===== config.mk =====
export PLATFORM = sky130hd
export DESIGN_NAME = bus_width_conv
export DESIGN_NICKNAME = d
export VERILOG_FILES = /design/src/rtl/bwc_pkg.sv /design/src/rtl/bwc_cfg.sv /design/src/rtl/bwc_unpack.sv /design/src/rtl/bwc_pack.sv /design/src/rtl/bus_width_conv.sv
export SDC_FILE = /design/constraint.sdc
export NUM_CORES = 1
export LEC_CHECK = 0
export ABC_AREA = 1
export CORE_ASPECT_RATIO = 1.1
export CORE_MARGIN = 2
export CORE_UTILIZATION = 65
export DETAILED_ROUTE_END_ITERATION = 16
export DONT_BUFFER_PORTS = 1
export PLACE_DENSITY_LB_ADDON = 0.08
export SLEW_MARGIN = 25
export SYNTH_ARGS = -nofsm -noshare
export SYNTH_HDL_FRONTEND = slang
export SYNTH_HIERARCHICAL = 1
export SYNTH_SLANG_ARGS = --single-unit

===== constraint.sdc =====
create_clock -name clk_i -period 3.7 [get_ports clk_i]
set_clock_uncertainty 0.1 [all_clocks]
set_input_delay 0.555 -clock clk_i [delete_from_list [all_inputs] [get_ports clk_i]]
set_output_delay 0.555 -clock clk_i [all_outputs]
set_load 0.01 [all_outputs]

===== src/rtl/bwc_pkg.sv =====
package bwc_pkg;

  typedef enum logic [1:0] {
    MODE_LONG = 2'd0,
    MODE_WORD = 2'd1,
    MODE_BYTE = 2'd2
  } bw_mode_e;

  function automatic logic [2:0] unit_count(bw_mode_e m);
    case (m)
      MODE_WORD: return 3'd2;
      MODE_BYTE: return 3'd4;
      default:   return 3'd1;
    endcase
  endfunction

  // slot holding the idx-th transferred unit
  function automatic logic [1:0] slot_of(logic [1:0] idx, bw_mode_e m, logic big);
    logic [2:0] t;
    t = unit_count(m) - 3'd1 - {1'b0, idx};
    return big ? t[1:0] : idx;
  endfunction

  function automatic int unsigned slot_shift(bw_mode_e m, logic [1:0] slot, int unsigned uw);
    case (m)
      MODE_WORD: return int'(slot) * 2 * uw;
      MODE_BYTE: return int'(slot) * uw;
      default:   return 0;
    endcase
  endfunction

endpackage


===== src/rtl/bwc_cfg.sv =====
module bwc_cfg
  import bwc_pkg::*;
(
  input  logic     clk_i,
  input  logic     rst_ni,
  input  logic     bus_match_i,
  input  logic     size_i,
  input  logic     big_end_i,
  output bw_mode_e mode_o,
  output logic     big_o
);

  bw_mode_e mode_q;
  logic     big_q;

  // sampled on every edge while master reset is held
  always_ff @(posedge clk_i) begin
    if (!rst_ni) begin
      mode_q <= !bus_match_i ? MODE_LONG : (size_i ? MODE_BYTE : MODE_WORD);
      big_q  <= big_end_i;
    end
  end

  assign mode_o = mode_q;
  assign big_o  = big_q;

endmodule


===== src/rtl/bwc_unpack.sv =====
module bwc_unpack
  import bwc_pkg::*;
#(
  parameter int unsigned UNIT_W = 9,
  localparam int unsigned LW_W  = 4 * UNIT_W,
  localparam int unsigned SH_W  = $clog2(LW_W)
) (
  input  logic            clk_i,
  input  logic            rst_ni,
  input  logic            flush_ni,
  input  bw_mode_e        mode_i,
  input  logic            big_i,
  input  logic [LW_W-1:0] lw_data_i,
  input  logic            lw_valid_i,
  output logic            lw_ready_o,
  input  logic            take_i,
  output logic            nar_valid_o,
  output logic [LW_W-1:0] nar_data_o
);

  localparam logic [LW_W-1:0] M_BYTE = {{(LW_W-UNIT_W){1'b0}}, {UNIT_W{1'b1}}};
  localparam logic [LW_W-1:0] M_WORD = {{(LW_W-2*UNIT_W){1'b0}}, {(2*UNIT_W){1'b1}}};

  logic [LW_W-1:0] hold_q;
  logic            have_q;
  logic [1:0]      idx_q;
  logic            fire, last, load;
  logic [SH_W-1:0] sh;
  logic [LW_W-1:0] mask;

  assign last       = ({1'b0, idx_q} == unit_count(mode_i) - 3'd1);
  assign fire       = take_i && have_q;
  assign lw_ready_o = !have_q || (fire && last);
  assign load       = lw_valid_i && lw_ready_o;

  always_comb begin
    sh = SH_W'(slot_shift(mode_i, slot_of(idx_q, mode_i, big_i), UNIT_W));
    case (mode_i)
      MODE_WORD: mask = M_WORD;
      MODE_BYTE: mask = M_BYTE;
      default:   mask = '1;
    endcase
  end

  always_ff @(posedge clk_i or negedge rst_ni) begin
    if (!rst_ni) begin
      hold_q <= '0;
      have_q <= 1'b0;
      idx_q  <= '0;
    end else if (!flush_ni) begin
      hold_q <= '0;
      have_q <= 1'b0;
      idx_q  <= '0;
    end else if (load) begin
      hold_q <= lw_data_i;
      have_q <= 1'b1;
      idx_q  <= '0;
    end else if (fire && last) begin
      hold_q <= '0;
      have_q <= 1'b0;
      idx_q  <= '0;
    end else if (fire) begin
      idx_q  <= idx_q + 2'd1;
    end
  end

  assign nar_valid_o = have_q;
  assign nar_data_o  = have_q ? ((hold_q >> sh) & mask) : '0;

endmodule


===== src/rtl/bwc_pack.sv =====
module bwc_pack
  import bwc_pkg::*;
#(
  parameter int unsigned UNIT_W = 9,
  localparam int unsigned LW_W  = 4 * UNIT_W,
  localparam int unsigned SH_W  = $clog2(LW_W)
) (
  input  logic            clk_i,
  input  logic            rst_ni,
  input  logic            flush_ni,
  input  bw_mode_e        mode_i,
  input  logic            big_i,
  input  logic            put_i,
  input  logic [LW_W-1:0] nar_data_i,
  output logic            put_ready_o,
  output logic            lw_valid_o,
  output logic [LW_W-1:0] lw_data_o,
  input  logic            lw_ready_i
);

  localparam logic [LW_W-1:0] M_BYTE = {{(LW_W-UNIT_W){1'b0}}, {UNIT_W{1'b1}}};
  localparam logic [LW_W-1:0] M_WORD = {{(LW_W-2*UNIT_W){1'b0}}, {(2*UNIT_W){1'b1}}};

  logic [LW_W-1:0] acc_q, pkt_q, merged, mask;
  logic [1:0]      cnt_q;
  logic            full_q, accept, last, pop;
  logic [SH_W-1:0] sh;

  assign put_ready_o = !full_q || lw_ready_i;
  assign accept      = put_i && put_ready_o;
  assign pop         = full_q && lw_ready_i;
  assign last        = ({1'b0, cnt_q} == unit_count(mode_i) - 3'd1);

  always_comb begin
    sh = SH_W'(slot_shift(mode_i, slot_of(cnt_q, mode_i, big_i), UNIT_W));
    case (mode_i)
      MODE_WORD: mask = M_WORD;
      MODE_BYTE: mask = M_BYTE;
      default:   mask = '1;
    endcase
    merged = acc_q | ((nar_data_i & mask) << sh);
  end

  always_ff @(posedge clk_i or negedge rst_ni) begin
    if (!rst_ni) begin
      acc_q  <= '0;
      pkt_q  <= '0;
      cnt_q  <= '0;
      full_q <= 1'b0;
    end else if (!flush_ni) begin
      acc_q  <= '0;
      pkt_q  <= '0;
      cnt_q  <= '0;
      full_q <= 1'b0;
    end else begin
      if (pop) full_q <= 1'b0;
      if (accept && last) begin
        pkt_q  <= merged;
        full_q <= 1'b1;
        acc_q  <= '0;
        cnt_q  <= '0;
      end else if (accept) begin
        acc_q  <= merged;
        cnt_q  <= cnt_q + 2'd1;
      end
    end
  end

  assign lw_valid_o = full_q;
  assign lw_data_o  = pkt_q;

endmodule


===== src/rtl/bus_width_conv.sv =====
module bus_width_conv
  import bwc_pkg::*;
#(
  parameter int unsigned UNIT_W = 9,
  localparam int unsigned LW_W  = 4 * UNIT_W
) (
  input  logic            clk_i,
  input  logic            rst_ni,
  input  logic            flush_ni,
  input  logic            bus_match_i,
  input  logic            size_i,
  input  logic            big_end_i,
  input  logic [LW_W-1:0] fifo_rd_data_i,
  input  logic            fifo_rd_valid_i,
  output logic            fifo_rd_ready_o,
  input  logic            port_rd_en_i,
  output logic            port_rd_valid_o,
  output logic [LW_W-1:0] port_rd_data_o,
  input  logic            port_wr_en_i,
  input  logic [LW_W-1:0] port_wr_data_i,
  output logic            port_wr_ready_o,
  output logic            fifo_wr_valid_o,
  output logic [LW_W-1:0] fifo_wr_data_o,
  input  logic            fifo_wr_ready_i
);

  bw_mode_e cfg_mode;
  logic     cfg_big;

  bwc_cfg i_cfg (
    .clk_i       (clk_i),
    .rst_ni      (rst_ni),
    .bus_match_i (bus_match_i),
    .size_i      (size_i),
    .big_end_i   (big_end_i),
    .mode_o      (cfg_mode),
    .big_o       (cfg_big)
  );

  bwc_unpack #(.UNIT_W(UNIT_W)) i_unpack (
    .clk_i       (clk_i),
    .rst_ni      (rst_ni),
    .flush_ni    (flush_ni),
    .mode_i      (cfg_mode),
    .big_i       (cfg_big),
    .lw_data_i   (fifo_rd_data_i),
    .lw_valid_i  (fifo_rd_valid_i),
    .lw_ready_o  (fifo_rd_ready_o),
    .take_i      (port_rd_en_i),
    .nar_valid_o (port_rd_valid_o),
    .nar_data_o  (port_rd_data_o)
  );

  bwc_pack #(.UNIT_W(UNIT_W)) i_pack (
    .clk_i       (clk_i),
    .rst_ni      (rst_ni),
    .flush_ni    (flush_ni),
    .mode_i      (cfg_mode),
    .big_i       (cfg_big),
    .put_i       (port_wr_en_i),
    .nar_data_i  (port_wr_data_i),
    .put_ready_o (port_wr_ready_o),
    .lw_valid_o  (fifo_wr_valid_o),
    .lw_data_o   (fifo_wr_data_o),
    .lw_ready_i  (fifo_wr_ready_i)
  );

endmodule


Word level (Yosys, flattened, before mapping)

Cells that the tools add are included.

Word-level logic and storage cells: 71
Bits of input ports: 82
Flip-flop bits (word level): 117
Output and inout bits: 76

Add/sub/neg operators: 5
Bitwise gates (word level): 3
Shifts and indexed selects: 2
Muxes and demuxes: 29
Reduce and logical (&&, ||, !) cells: 10
Eq/ne operators: 9
$mul: 4

Operators with widths:

| operator                                              | number |
|---|---|
| two-way mux 36 bit                                    | 9 |
| AND 36 bit                                            | 2 |
| one-hot mux 36 bit (2 select lines)                   | 1 |
| bitwise OR 36 bit                                     | 1 |
| << shifter 36 x 6 -> 36 bit                           | 1 |
| right shift 36 x 6 -> 36 bit                          | 1 |
| one-hot mux 6 bit (2 select lines)                    | 2 |
| two-way mux 2 bit                                     | 10 |
| multiplier 2 x 4 -> 6 bit, second input constant      | 2 |
| multiplier 2 x 4 -> 5 bit, second input constant      | 2 |
| inequality test 3 x 1 -> 1 bit, second input constant | 3 |
| equality test 2 x 3 -> 1 bit                          | 2 |
| logical AND 1 bit                                     | 6 |
| two-way mux 1 bit                                     | 6 |
| one-hot mux 3 bit (2 select lines)                    | 1 |
| adder 2 x 1 -> 2 bit, second input constant           | 2 |
| inequality test 4 x 1 -> 1 bit, second input constant | 1 |
| subtractor 2 bit                                      | 2 |
| subtractor 3 x 1 -> 3 bit, second input constant      | 1 |
| equality test 2 x 1 -> 1 bit, second input constant   | 1 |
| equality test 2 bit, second input constant            | 1 |
| zero test 1 bit                                       | 2 |
| logical OR 1 bit                                      | 2 |
| inequality test 2 x 1 -> 1 bit, second input constant | 1 |

Depth between registers and ports, before layout

Gate-level depths: netlist of run 1.

Depth after elaboration: 12
Gate-level depth with buffers: 18
Gate-level depth less buffers: 18

Hierarchy

The synthesis of run 1 kept the hierarchy.

By module, submodules not included:

| module     | times used | sequential area each (µm²) | cells an instance | area an instance (µm²) |
|---|---|---|---|---|
| bwc_pack   | 1          | 1876.8                     | 681               | 4692.0 |
| bwc_unpack | 1          | 975.9                      | 603               | 3632.2 |
| bwc_cfg    | 1          | 90.1                       | 8                 | 111.4 |

Least setup slack after synthesis of run 1

No wires, ideal clock.

Path kind: register to output
Start: register i_cfg.mode_q[1], in the netlist i_cfg/mode_o[1]
End: output port port_rd_data_o[9]
Stages on the path, launching flop included: 15
Data required time: 3.045 ns
Arrival time: 2.368 ns
Setup slack: 0.677 ns
Buffers on the path: 1
Path through: edfxtp_1 -> ha_1 -> ha_1 -> o21ai_2 -> nand3_2 -> buf_4 -> o21ai_1 -> nand3_1 -> nand2_1 -> nand2_1 -> nand2_1 -> nand2_1 -> nand2_1 -> nand2_1 -> nor2_1

Word-level cells in the longest chain between the ends: 10
Elaborated cells between the ends (all ways): 13
Those cells by class: add/sub: 2; mul: 2; eq/ne: 2; shift: 1; mux: 5; bitwise: 1

Ends and longest elaborated chain:

| what                                                                   | line                                           | text |
|---|---|---|
| start, declared                                                        | bwc_cfg.sv:13                                  | `bw_mode_e mode_q;` |
| start signal, assigned                                                 | bwc_cfg.sv:19                                  | `mode_q <= !bus_match_i ? MODE_LONG : (size_i ? MODE_BYTE : MODE_WORD);` |
| equality test 2 bit or equality test 2 x 1 -> 1 bit (tied branches)    | bwc_pkg.sv:10, bwc_pkg.sv:25, bwc_unpack.sv:38 |  |
| one-hot mux 3 bit (2 select lines)                                     | bwc_pkg.sv:10                                  | `case (m)` |
| subtractor 3 x 1 -> 3 bit                                              | -                                              |  |
| subtractor 2 bit                                                       | bwc_pkg.sv:20                                  | `t = unit_count(m) - 3'd1 - {1'b0, idx};` |
| two-way mux 2 bit                                                      | bwc_pkg.sv:21                                  | `return big ? t[1:0] : idx;` |
| multiplier 2 x 4 -> 6 bit or multiplier 2 x 4 -> 5 bit (tied branches) | bwc_pkg.sv:27, bwc_pkg.sv:26                   |  |
| one-hot mux 6 bit (2 select lines)                                     | bwc_pkg.sv:25                                  | `case (m)` |
| right shift 36 x 6 -> 36 bit                                           | bwc_unpack.sv:68                               | `assign nar_data_o = have_q ? ((hold_q >> sh) & mask) : '0;` |
| AND 36 bit *                                                           | bwc_unpack.sv:68                               |  |
| two-way mux 36 bit *                                                   | bwc_unpack.sv:68                               |  |
| end, declared                                                          | bus_width_conv.sv:18                           | `output logic [LW_W-1:0] port_rd_data_o,` |

Mark *: on every way between the ends. The rest lies on a longest branch, timed or not.

Worst setup path after layout of run 1

Start: register i_cfg.mode_q[1], in the netlist i_cfg/mode_o[1]
End: output port port_rd_data_o[7]

Word-level cells in the longest chain between the ends: 10
Elaborated cells between the ends (all ways): 12
Those cells by class: add/sub: 2; mul: 2; eq/ne: 2; shift: 1; mux: 4; bitwise: 1

Ends and longest elaborated chain:

| what                                                                   | line |
|---|---|
| equality test 2 bit or equality test 2 x 1 -> 1 bit (tied branches)    | bwc_pkg.sv:10, bwc_pkg.sv:25 |
| one-hot mux 3 bit (2 select lines)                                     | bwc_pkg.sv:10 |
| subtractor 3 x 1 -> 3 bit                                              | - |
| subtractor 2 bit                                                       | bwc_pkg.sv:20 |
| two-way mux 2 bit                                                      | bwc_pkg.sv:21 |
| multiplier 2 x 4 -> 6 bit or multiplier 2 x 4 -> 5 bit (tied branches) | bwc_pkg.sv:27, bwc_pkg.sv:26 |
| one-hot mux 6 bit (2 select lines) *                                   | bwc_pkg.sv:25 |
| right shift 36 x 6 -> 36 bit *                                         | bwc_unpack.sv:68 |
| AND 36 bit *                                                           | bwc_unpack.sv:68 |
| two-way mux 36 bit *                                                   | bwc_unpack.sv:68 |

Marked as above.

==> impl_metrics.json, run 1 <==
{
  "status": "finished, final reports clean",
  "rows": 43,
  "power.total_mw": 4.77,
  "rsz0062_at_grt": "true",
  "synth_edf_count": 3,
  "fin_crit_sh": 0.993,
  "cp-start-kind": "flip-flop",
  "timing.rr.end": "i_pack/lw_data_o[21]$_DFFE_PN0P_",
  "cp.required_ns": 3.04,
  "synthCells": 1292,
  "ios": 158,
  "setup_viol": 0,
  "max_freq_mhz": 272,
  "clk_pin_slew_ns": 0.06,
  "synth_xor_area_frac": 0.00104,
  "clockRootBuffer": "clkbuf_16",
  "rr_startpoint": "i_cfg/mode_o[0]$_SDFFCE_PN0N_",
  "yosysUniqueCellTypes": 39,
  "antenna_found_initial": 0,
  "drv_slew": 0,
  "initial_core_util": 0.667,
  "fin_crit_ns": 3.67,
  "ys_seq_area_frac": 0.349,
  "crit_type": "flip-flop to primary output",
  "route.detailed.drc": 0,
  "cts_buffers": 17,
  "ir_drop_mv": 0.361,
  "die_h_um": 123,
  "grt-ovfl-total": 0,
  "synth-main-ff-cell": "dfrtp_1",
  "first_iter_violations": 1001,
  "wl_um": 26800,
  "hold_path_class": "input pin to flip-flop",
  "synth_compound_area_frac": 0.140,
  "grt_max_degree": 115,
  "portBuffers": 0,
  "gp_congestion": 1.00,
  "nNetsFinal": 1374,
  "yosysWarnings": 6,
  "avgSynthCellArea_um2": 6.53,
  "stdcell_area_um2": 9580,
  "ff2ff_setup_slack_ns": 0.36,
  "track_usage": 0.387,
  "dr.pass1.iters": 7,
  "yosys.area_share.simple": 0.371,
  "powerDensity_nw_per_um2": 497,
  "endpoint_kind": "primary output",
  "worstMarginPinSlew_ns": 0.628,
  "ant_nets": 0,
  "clock_latency_ns": 0.42,
  "die_w_um": 113,
  "max_cap_violations": 0,
  "timing.final.hold_violations": 0,
  "numClockSinks": 117,
  "worstHoldStart": "big_end_i",
  "antenna_cells": 0,
  "r2r_cells": 17,
  "grt_pass1_vias": 8547,
  "htree_levels": 4,
  "placed_cell_area_um2": 8560,
  "synth_fp_nets": 1382,
  "cp.arrival_ns": 3.02,
  "synth.mux.area_fraction": 0,
  "drive_gt1_frac": 0.138,
  "dpl.hpwl_um": 18400,
  "multi_input_area_um2": 4670,
  "cts_max_path_buffers": 2,
  "grt_pass1_wl_um": 42000,
  "min_to": "i_cfg/big_o$_DFFE_PN_",
  "wl_per_cell_um": 18.4,
  "async_reset_ff_frac": 0.974,
  "fin_util": 0.758,
  "seqCellArea_um2": 2940,
  "crit_fanout": 19,
  "whs_path_depth": 0,
  "dr_total_vias": 8962,
  "p_leak_nw": 5.07,
  "core-area_um2": 12600,
  "cts_tree": "done",
  "yosys.area_share.adder": 0.0119,
  "synth_top_family_by_area": "simple AND/OR/NAND/NOR gates",
  "area_growth_pct": 13.6,
  "slew_headroom": 0.581,
  "fill_cells": 1021,
  "ys_seq_elements": 117,
  "syn_area_um2": 8440,
  "dieArea_um2": 13900,
  "via_per_inst": 6.16
}
[routing by layer]
metal	wire, um	GRT usage
met1	9500	0.425
met2	13600	0.690
met3	1800	0.0686
met4	1900	0.250
met5	0	0
[where the power goes]
part | internal (mW) | switching (mW)
clock network | 0.898 | 0.702
registers | 1.45 | 0.150
logic | 0.498 | 1.07
total | 2.84 | 1.93
[worst max path at each step]
stage / start / to / slack (ns) / cells past startpoint
2_1_floorplan: i_cfg/mode_o[1]$_SDFFCE_PN0N_ / port_rd_data_o[9] / 0.68 / 14
3_3_place_gp: i_cfg/mode_o[0]$_SDFFCE_PN0N_ / port_rd_data_o[10] / 0.25 / 13
3_5_place_dp: i_cfg/mode_o[0]$_SDFFCE_PN0N_ / port_rd_data_o[3] / 0.20 / 13
4_1_cts: i_cfg/mode_o[0]$_SDFFCE_PN0N_ / port_rd_data_o[12] / 0.01 / 13
5_1_grt: i_cfg/mode_o[0]$_SDFFCE_PN0N_ / port_rd_data_o[3] / -0.10 / 13
6_report: i_cfg/mode_o[1]$_SDFFCE_PN0N_ / port_rd_data_o[7] / 0.03 / 13
[state kept, by name, summed over array words and instances (netlist names)]
register / count
i_unpack/hold_q: 36
i_pack/lw_data_o: 36
i_pack/lw_valid_o: 1
i_unpack/idx_q: 2
i_unpack/nar_valid_o: 1
i_pack/cnt_q: 2
i_cfg/mode_o: 2
i_pack/acc_q: 36
i_cfg/big_o: 1
[synth_stat cells (all sizes together), types with 3 or more instances]
master,count,share of area
ha,8,0.012
o21a,3,0.0027
o21ai,82,0.054
a21o,4,0.0036
dfrtp,114,0.34
nand3,222,0.14
buf,52,0.042
nor2,47,0.022
clkbuf,23,0.010
nand2,438,0.20
a22oi,8,0.0071
edfxtp,3,0.011
o22ai,36,0.027
a31oi,5,0.0037
nand4,7,0.0052
inv,167,0.074
o211ai,3,0.0027
a21oi,61,0.037
[critical path, cell delays in order (launching register included)]
cell and delay, ns:
edfxtp_1 0.43, ha_4 0.33, ha_4 0.22, o21ai_4 0.21, nand3_4 0.18, buf_12 0.20
nand2_1 0.05, o21ai_1 0.09, nand3_1 0.18, nand3_1 0.21, a21oi_2 0.16, nand2_1 0.05
a21oi_1 0.13, buf_4 0.14
[placed cells by master (no fill, tap or decap), drive strengths merged, types with 4 or more instances in the layout]
cell type,n
nand2,438
a21o,4
clkbuf,20
nand3,222
a31oi,5
o22ai,36
o21ai,82
a22oi,8
nor2,47
inv,177
nand4,7
ha,8
buf,44
a21oi,61
dfrtp,114
clkinv,5
[final cells by class]
cell class | instances | area share
clock inverters | 15 | 0.0162
inverters | 168 | 0.0662
clock buffers | 17 | 0.0444
multi-input cells | 932 | 0.487
repair buffers | 48 | 0.0586
well taps | 157 | 0.0205
flip-flops and latches | 117 | 0.307
[stage by stage]
stage	setup slack [ns]	hold slack, ns	instances	setup TNS (ns)
2_1_floorplan	0.677	0.159	1292	0
3_3_place_gp	0.249	0.161	1409	0
3_5_place_dp	0.203	0.162	1411	0
4_1_cts	0.0133	0.115	1448	0
5_1_grt	-0.102	0.116	1454	-0.479
6_report	0.0276	0.128	1454	0
[repair_timing]
action,CTS,global route
hold buffers,2,0
setup buffers,2,3
resized for setup,25,45
pin swaps,2,5
endpoints found under the setup margin,27,41
gates cloned,1,3
hold endpoints to repair,114,0
[kinds of logic after synthesis]
| group | after synthesis |
|---|---|
| buffers and inverters | 243 |
| DFF | 117 |
| and+or+nand+nor | 719 |
| AOI/OAI and AO/OA | 204 |
| adders and majority gates | 8 |
| xor gates and xnor gates | 1 |
Power figures use the tool's default switching activity.
==> run 2, diff against run 1 <==
--- a/config.mk
+++ b/config.mk
@@ -7,7 +7,7 @@
 export LEC_CHECK = 0
 export ABC_AREA = 1
 export CORE_ASPECT_RATIO = 1.1
-export CORE_MARGIN = 2
+export CORE_MARGIN = 3
 export CORE_UTILIZATION = 65
 export DETAILED_ROUTE_END_ITERATION = 16
 export DONT_BUFFER_PORTS = 1
==> impl_metrics.json, run 2 (synthesized netlist as in run 1, its figures left out) <==
{
  "placed_cell_area_um2": 8510,
  "cts_buffers": 17,
  "portBuffers": 0,
  "hold_path_class": "input pin to flip-flop",
  "p_leak_nw": 5.10,
  "grt_pass1_wl_um": 41000,
  "layout_common_cells": "nand2_1 (418), nand3_1 (190), inv_1 (158), dfrtp_1 (114), a21oi_1 (53)",
  "crit_top_cell": "nand2_1",
  "dieArea_um2": 14400,
  "cp.arrival_ns": 3.14,
  "cp-start-kind": "flip-flop",
  "die_w_um": 115,
  "dr.pass1.iters": 13,
  "ant_nets": 0,
  "drive_gt1_frac": 0.150,
  "status": "finished with violations",
  "whs_path_depth": 0,
  "fill_cells": 1006,
  "clk_pin_slew_ns": 0.06,
  "timing.final.hold_violations": 0,
  "ios": 158,
  "area_growth_pct": 15.2,
  "stdcell_area_um2": 9720,
  "max_cap_violations": 0,
  "dr_total_vias": 8942,
  "clockRootBuffer": "clkbuf_16",
  "grt-ovfl-total": 0,
  "ff2ff_setup_slack_ns": 0.26,
  "layout_setup_ws_ns": -0.0913,
  "antenna_cells": 0,
  "fin_crit_ns": 3.79,
  "wl_um": 27000,
  "via_per_inst": 6.12,
  "die_h_um": 125,
  "cts_tree": "done",
  "crit_chain": "ha_4, ha_4, o21ai_4, nand2_1, nand2_2, nand2_2, buf_12, nand2_1, nand2_1, nand2_1, nand3_1, nand3_1, nand2_1, nor2_1, buf_4",
  "gp_congestion": 0.977,
  "rsz0062_at_grt": "true",
  "grt_pass1_vias": 8380,
  "first_iter_violations": 1060,
  "endpoint_kind": "primary output",
  "cts_max_path_buffers": 2,
  "power.total_mw": 4.75,
  "grt_max_degree": 115,
  "dpl.hpwl_um": 17800,
  "drv_slew": 0,
  "violations": "design-rule violations, negative setup slack",
  "crit_slowest_cell": "edfxtp_1",
  "ir_drop_mv": 0.366,
  "antenna_found_initial": 0,
  "rows": 43,
  "nNetsFinal": 1380,
  "powerDensity_nw_per_um2": 489,
  "core-area_um2": 12600,
  "final_common_cell": "nand2_1",
  "crit_fanout": 45,
  "setup_viol": 10,
  "htree_levels": 4,
  "worstMarginPinSlew_ns": 0.638,
  "crit_type": "flip-flop to primary output",
  "wl_per_cell_um": 18.5,
  "fin_crit_sh": 1.02,
  "slew_headroom": 0.574,
  "critPathMaxStageDelay_ns": 0.45,
  "cp.required_ns": 3.04,
  "r2r_cells": 16,
  "numClockSinks": 117,
  "max_freq_mhz": 264,
  "route.detailed.drc": 1,
  "track_usage": 0.358,
  "initial_core_util": 0.667,
  "clock_latency_ns": 0.42
}
[run 2: layer usage]
metal | vias to the layer above | global-route usage | wire [um]
met5 | - | 0 | 0
met4 | 0 | 0.216 | 1930
met3 | 147 | 0.0760 | 2050
met2 | 520 | 0.604 | 13400
met1 | 4088 | 0.413 | 9630
li1 | 4187 | - | -
[run 2: cell type report]
class	instances	area, um^2	share of cell area
timing repair buffer	52	619	0.0637
tap	157	196	0.0202
sequential	117	2940	0.303
clock buffer	17	425	0.0438
inverter	168	634	0.0653
clock inverter	15	158	0.0162
multi-input combinational	934	4740	0.488
[run 2: critical path: cells and delay by family (launching register included)]
kind | cells | cell delay [ns]
fa+ha+maj | 2 | 0.55
compound gates | 1 | 0.26
buf+inv | 2 | 0.34
simple gates | 10 | 1.11
flops | 1 | 0.45
[run 2: worst paths after layout]
check	start	end
setup reg to reg	i_cfg/mode_o[1]$_SDFFCE_PN0N_	i_pack/lw_data_o[23]$_DFFE_PN0P_
min in group asynchronous	rst_ni	i_unpack/hold_q[31]$_DFFE_PN0P_
hold / removal	big_end_i	i_cfg/big_o$_DFFE_PN_
max in group asynchronous	rst_ni	i_pack/lw_data_o[14]$_DFFE_PN0P_
setup / recovery	i_cfg/mode_o[1]$_SDFFCE_PN0N_	port_rd_data_o[5]
hold reg to reg	i_pack/acc_q[35]$_DFFE_PN0P_	i_pack/acc_q[35]$_DFFE_PN0P_
[run 2: report_power, final]
part / internal (mW) / total [mW] / switching (mW)
Combinational: 0.488 / 1.56 / 1.07
Sequential: 1.45 / 1.60 / 0.150
Clock: 0.900 / 1.60 / 0.696
[run 2: metrics by stage]
step | utilization | TNS [ns] | worst slack [ns] | hold slack, ns | instances
6_report | 0.769 | -0.526 | -0.0913 | 0.131 | 1460
3_3_place_gp | 0.673 | 0 | 0.334 | 0.162 | 1410
2_1_floorplan | - | 0 | 0.677 | 0.159 | 1292
3_5_place_dp | 0.673 | 0 | 0.277 | 0.162 | 1410
5_1_grt | 0.769 | -2.46 | -0.212 | 0.109 | 1460
4_1_cts | 0.734 | 0 | 0.0294 | 0.117 | 1449
[run 2: what timing repair did]
item | CTS | global route
gates resized for setup | 18 | 65
cloned | 2 | 7
setup endpoints to repair | 25 | 20
endpoints found under the hold margin | 114 | 0
setup buffers | 3 | 4
pin swaps | 2 | 12
hold buffers | 2 | 0
